`src/rtl/nvm_pkg.sv`:
```
package nvm_pkg;

    typedef enum logic [1:0] {
        ST_IDLE,
        ST_RD_ADDR,
        ST_RD_LOAD,
        ST_WR_BUSY
    } nvm_state_t;

    localparam logic [1:0] SEL_LOC  = 2'd0;
    localparam logic [1:0] SEL_BYTE = 2'd1;
    localparam logic [1:0] SEL_CMD  = 2'd2;

    localparam int CMD_WR_BIT = 1;
    localparam int CMD_RD_BIT = 0;

endpackage

```
`src/rtl/nvm_byte_array.sv`:
```
module nvm_byte_array #(
    parameter int AW = 6
) (
    input  logic          clk,
    input  logic          we,
    input  logic [AW-1:0] waddr,
    input  logic [7:0]    wdata,
    input  logic [AW-1:0] raddr,
    output logic [7:0]    rdata
);
    localparam int DEPTH = 1 << AW;

    logic [7:0] cells [DEPTH];

    always_ff @(posedge clk) begin
        if (we) begin
            cells[waddr] <= wdata;
        end
        rdata <= cells[raddr];
    end

endmodule

```
`src/rtl/nvm_stall_timer.sv`:
```
module nvm_stall_timer #(
    parameter int RD_STALL = 4,
    parameter int WR_STALL = 2
) (
    input  logic clk,
    input  logic rst_n,
    input  logic start_rd,
    input  logic start_wr,
    output logic stall
);
    localparam int MAXS = (RD_STALL > WR_STALL) ? RD_STALL : WR_STALL;
    localparam int SW   = $clog2(MAXS + 1);

    logic [SW-1:0] remain;

    always_ff @(posedge clk) begin
        if (!rst_n) begin
            remain <= '0;
        end else if (start_wr) begin
            remain <= SW'(WR_STALL);
        end else if (start_rd) begin
            remain <= SW'(RD_STALL);
        end else if (remain != '0) begin
            remain <= remain - 1'b1;
        end
    end

    assign stall = (remain != '0);

endmodule

```
`src/rtl/nvm_ctl_fsm.sv`:
```
module nvm_ctl_fsm
    import nvm_pkg::*;
#(
    parameter int WR_CYCLES = 10000
) (
    input  logic clk,
    input  logic rst_n,
    input  logic strobe_wr,
    input  logic strobe_rd,
    output logic accept_wr,
    output logic accept_rd,
    output logic wr_bit,
    output logic rd_bit,
    output logic mem_we,
    output logic data_load
);
    localparam int CW = $clog2(WR_CYCLES + 1);

    nvm_state_t state, state_nx;
    logic [CW-1:0] wait_cnt;
    logic          wait_done;

    assign accept_wr = (state == ST_IDLE) && strobe_wr;
    assign accept_rd = (state == ST_IDLE) && strobe_rd && !strobe_wr;
    assign wait_done = (wait_cnt == '0);

    // state register
    always_ff @(posedge clk) begin
        if (!rst_n) begin
            state <= ST_IDLE;
        end else begin
            state <= state_nx;
        end
    end

    // busy interval counter
    always_ff @(posedge clk) begin
        if (!rst_n) begin
            wait_cnt <= '0;
        end else if (accept_wr) begin
            wait_cnt <= CW'(WR_CYCLES - 1);
        end else if (state == ST_WR_BUSY && !wait_done) begin
            wait_cnt <= wait_cnt - 1'b1;
        end
    end

    // transitions
    always_comb begin
        state_nx = state;
        unique case (state)
            ST_IDLE: begin
                if (accept_wr) begin
                    state_nx = ST_WR_BUSY;
                end else if (accept_rd) begin
                    state_nx = ST_RD_ADDR;
                end
            end
            ST_RD_ADDR: state_nx = ST_RD_LOAD;
            ST_RD_LOAD: state_nx = ST_IDLE;
            ST_WR_BUSY: begin
                if (wait_done) begin
                    state_nx = ST_IDLE;
                end
            end
        endcase
    end

    // outputs
    always_comb begin
        wr_bit    = 1'b0;
        rd_bit    = 1'b0;
        mem_we    = 1'b0;
        data_load = 1'b0;
        unique case (state)
            ST_IDLE: ;
            ST_RD_ADDR: rd_bit = 1'b1;
            ST_RD_LOAD: begin
                rd_bit    = 1'b1;
                data_load = 1'b1;
            end
            ST_WR_BUSY: begin
                wr_bit = 1'b1;
                mem_we = wait_done;
            end
        endcase
    end

endmodule

```
`src/rtl/nvm_access_ctrl.sv`:
```
module nvm_access_ctrl
    import nvm_pkg::*;
#(
    parameter int AW        = 6,
    parameter int WR_CYCLES = 10000,
    parameter int RD_STALL  = 4,
    parameter int WR_STALL  = 2
) (
    input  logic       clk,
    input  logic       rst_n,
    input  logic [1:0] bus_sel,
    input  logic       bus_wr,
    input  logic [7:0] bus_wdata,
    output logic [7:0] bus_rdata,
    output logic       cpu_stall
);
    logic [AW-1:0] loc_q;
    logic [7:0]    byte_q;
    logic [7:0]    array_q;
    logic [7:0]    loc_view;
    logic          cmd_write;
    logic          strobe_wr, strobe_rd;
    logic          accept_wr, accept_rd;
    logic          wr_bit, rd_bit;
    logic          mem_we, data_load;

    assign cmd_write = bus_wr && (bus_sel == SEL_CMD);
    assign strobe_wr = cmd_write && bus_wdata[CMD_WR_BIT];
    assign strobe_rd = cmd_write && bus_wdata[CMD_RD_BIT];

    always_ff @(posedge clk) begin
        if (!rst_n) begin
            loc_q <= '0;
        end else if (bus_wr && bus_sel == SEL_LOC) begin
            loc_q <= bus_wdata[AW-1:0];
        end
    end

    always_ff @(posedge clk) begin
        if (!rst_n) begin
            byte_q <= '0;
        end else if (data_load) begin
            byte_q <= array_q;
        end else if (bus_wr && bus_sel == SEL_BYTE) begin
            byte_q <= bus_wdata;
        end
    end

    always_comb begin
        loc_view         = '0;
        loc_view[AW-1:0] = loc_q;
    end

    always_comb begin
        case (bus_sel)
            SEL_LOC:  bus_rdata = loc_view;
            SEL_BYTE: bus_rdata = byte_q;
            SEL_CMD:  bus_rdata = {6'b0, wr_bit, rd_bit};
            default:  bus_rdata = 8'h00;
        endcase
    end

    nvm_ctl_fsm #(
        .WR_CYCLES(WR_CYCLES)
    ) u_fsm (
        .clk       (clk),
        .rst_n     (rst_n),
        .strobe_wr (strobe_wr),
        .strobe_rd (strobe_rd),
        .accept_wr (accept_wr),
        .accept_rd (accept_rd),
        .wr_bit    (wr_bit),
        .rd_bit    (rd_bit),
        .mem_we    (mem_we),
        .data_load (data_load)
    );

    nvm_stall_timer #(
        .RD_STALL(RD_STALL),
        .WR_STALL(WR_STALL)
    ) u_stall (
        .clk      (clk),
        .rst_n    (rst_n),
        .start_rd (accept_rd),
        .start_wr (accept_wr),
        .stall    (cpu_stall)
    );

    nvm_byte_array #(
        .AW(AW)
    ) u_array (
        .clk   (clk),
        .we    (mem_we),
        .waddr (loc_q),
        .wdata (byte_q),
        .raddr (loc_q),
        .rdata (array_q)
    );

endmodule

```
`config.mk`:
```
export PLATFORM = sky130hd
export DESIGN_NAME = nvm_access_ctrl
export DESIGN_NICKNAME = d
export VERILOG_FILES = /design/src/rtl/nvm_pkg.sv /design/src/rtl/nvm_byte_array.sv /design/src/rtl/nvm_stall_timer.sv /design/src/rtl/nvm_ctl_fsm.sv /design/src/rtl/nvm_access_ctrl.sv
export SDC_FILE = /design/constraint.sdc
export NUM_CORES = 1
export LEC_CHECK = 0
export BUFFER_PORTS_ARGS = -buffer_cell sky130_fd_sc_hd__buf_4
export CAP_MARGIN = 10
export CORE_MARGIN = 8
export CORE_UTILIZATION = 39
export CTS_BUF_LIST = sky130_fd_sc_hd__clkbuf_4
export CTS_CLUSTER_DIAMETER = 30
export CTS_CLUSTER_SIZE = 25
export DETAILED_ROUTE_END_ITERATION = 8
export HOLD_SLACK_MARGIN = 0.05
export SLEW_MARGIN = 20
export SYNTH_ARGS = -nofsm -noshare
export SYNTH_HDL_FRONTEND = slang
export SYNTH_HIERARCHICAL = 1
export SYNTH_SLANG_ARGS = --single-unit
export TNS_END_PERCENT = 20
```
`constraint.sdc`:
```
create_clock -name clk -period 6.1 [get_ports clk]
set_input_delay 1.83 -clock clk [delete_from_list [all_inputs] [get_ports clk]]
set_output_delay 1.83 -clock clk [all_outputs]
set_load 0.005 [all_outputs]
```
==> results.md <==
* Post-CTS setup buffers at 0
* First-pass detailed-route iteration total at 7
* Total power at ~8.6 mW
* GRT Total Usage at 0.153
* Crit-path max cell delay at ~0.25 ns
* Initial antenna violation count at 1
* Area of the mapped netlist at 22,000 µm²
* Final-report hold violation count at 0
* Pre-CTS setup slack at 1.69 ns
* Final Max Tran Viols at 0
* Post-route clock period utilization at 0.724
* WS Path Type: in -> out
* Layout Nets at approximately 1,200
* Crit path max fanout at 10
* Endpoints failing setup at 0
* Worst-path clk slew at approximately 0.09 ns
* CP arrival at about 2.6 ns
* CP startpoint: bus_sel[0]
* Maximum VDD drop at 0.203 mV
* Syn_area_per_cell at 19.2 µm²
* Final Critical Period at about 4.4 ns
* Via count at roughly 11,000
* R2r startpoint: u_fsm/wait_cnt[0]
* Worst Hold Endpoint: u_fsm/wait_cnt[12]
* Synth top area cells: edfxtp_1, mux4_2, dfxtp_1
* WL/cell at about 24 µm
* CP cell instances: buf_4, nor2b_1, nand2_1, o21ai_0, buf_4
* Asr flop ratio synth at 0
* 1st-iter DRT viols at about 900
* Row Count at between 80 and 90
* Clock tree buffer depth at 3
* Most common library cells after synthesis: edfxtp_1, mux4_2, nor2_1
* Most common cell in the netlist: edfxtp_1
* FF-to-FF setup slack at ~2.1 ns
* DRC errors left at 0
* Worst path most repeated cell: buf_4
* Cell Count Post-Placement at 1,877
* RSZ-0062 raised after global routing: no
* Critical Path Source Type: input port
* Layout cell share with drive strength beyond 1 at 0.281
* Yosys synthesis warning count at 6
* DRT Wirelength at around 48 mm
* Post-synth EDFFs at around 510
* Finished Core Util at 0.439
* CTS root buf: clkbuf_4
* Netlist cell types at 56
* FF-to-FF End: u_array/cells[6][7]
* Vias in the first global route at ~12,000
* Post-route cell area at 24,600 µm²
* Later-pin clock latency in the skew report at around 0.8 ns
* Detail-routed via count per cell at between 5 and 6
* Hpwl dp at between 20 and 30 mm
* Remaining Overflow, GRT at 0
* Gpl congestion at 0.778
* Worst hold stages at 2
* Worst Hold Class: reg -> reg
* Total CTS buffers at 96
* TritonCTS clock tree: built
* Port bufs at 21
* Power per cell area at between 300 and 400 nW/µm²
* Setup_tns at 0 ns
* Highest clock rate at 227 MHz
* Clock Skew at ~0.031 ns
* Die height at 253 µm
* First-pass GRT wire length at between 70 and 80 mm
* Synth Instances at around 1,100
* Core area at between 50,000 and 60,000 µm²
* Leak Pwr at 7.60 nW
* Synthesis-stage register bit count at between 500 and 600
* Top_reg_cell synth: edfxtp_1
* MaxCap Viol Count at 0
* Worst Hold Slack at 0.491 ns
* Synth area leader: edfxtp_1
* # fillers at just under 5,000
* Die width at ~250 µm
* Status: finished, final reports clean
* Number of I/O pins at 22
* Non-filler cells in the finished layout at about 2,000
* Synth-to-Final Area Change at 12.0%
* Sequential share of the synthesized area at 0.738
* Starting Density at 0.392
* Worst Slack Setup Final at about 1.7 ns
* CP max-delay cell: nor2b_1
* Critical path required time at around 4.3 ns
* Placed cell areas at around 23,000 µm²
* Endpoint class of the critical path: output pin
* H-tree lvl count at 3
* Largest net degree at the start of global routing at 66
* Post-CTS Hold Buffers at 0
* Mapped Nets at around 1,200
* Sink Count at between 500 and 600
* Post-CTS sizing at 0
* ANT nets after route at 0
* Area share of the largest cell type after synthesis at 0.700
* R2R depth at 9
* Hold Path Origin: u_fsm/wait_cnt[12]
* Worst relative slew slack at 0.405
* Die area at 64,200 µm²
* Least-Margin Pin Slew at a little under 0.9 ns
[cells in the final DEF, fill, tap and decap left out, types with 13 or more instances in the layout]
| master | count |
|---|---|
| buf_4 | 39 |
| nor2b_1 | 21 |
| a21oi_1 | 20 |
| nand3_1 | 17 |
| mux4_2 | 126 |
| mux2i_1 | 45 |
| nand2_1 | 26 |
| clkinv_1 | 13 |
| bufinv_16 | 20 |
| dfxtp_1 | 28 |
| mux2_2 | 13 |
| nor2_1 | 90 |
| edfxtp_1 | 512 |
| clkbuf_4 | 117 |
| o21ai_0 | 18 |
[worst max-delay path: cells and delay by family]
kind                   cells  cell delay [ns]
AOI/OAI and AO/OA          1             0.09
buffers and inverters      2             0.34
and+or+nand+nor            2             0.32
[sequential cells by signal, indices dropped and copies added (netlist names)]
name / count
u_fsm/state: 2
u_fsm/wait_cnt: 14
byte_q: 8
u_array/rdata: 8
u_stall/remain: 3
loc_q: 6
u_array/cells: 512
[cell type report]
class	instances	area [µm²]	area share
Clock inverter	60	835	0.0339
Tap cell	756	946	0.0385
Timing Repair Buffer	40	313	0.0127
Clock buffer	117	878	0.0357
Inverter	12	45.0	0.00183
Sequential cell	553	16200	0.660
Antenna cell	1	2.50	0.000102
Multi-Input combinational cell	516	5350	0.218
[power by group]
group	internal (mW)	switching (mW)	total (mW)
Combinational	0.188	0.615	0.803
Clock	1.80	1.42	3.22
Sequential	4.53	0.0484	4.58
Total	6.52	2.09	8.61
[cells by family after synthesis]
logic type | after synthesis | synth area share
buf+inv | 74 | 0.0194
compound gates | 104 | 0.0322
flops | 553 | 0.738
xor+xnor | 2 | 0.000798
simple gates | 218 | 0.0491
fa+ha+maj | 8 | 0.00456
mux | 184 | 0.156
[per-layer routing]
layer | wire (µm) | vias to the layer above | global-route usage
met1 | 21000 | 5806 | 0.207
met5 | 0 | - | 0
met2 | 23100 | 347 | 0.241
met4 | 1380 | 0 | 0.0620
met3 | 2930 | 85 | 0.0337
li1 | - | 4875 | -
[worst max path at each step]
stage | endpoint | slack, ns | cells after the start
global route | bus_rdata[0] | 1.55 | 5
finish | bus_rdata[0] | 1.69 | 5
floorplan | bus_rdata[0] | 1.93 | 4
detailed placement | bus_rdata[0] | 1.69 | 5
CTS | bus_rdata[0] | 1.69 | 5
global placement | bus_rdata[0] | 1.67 | 5
Power figures use the tool's default switching activity.
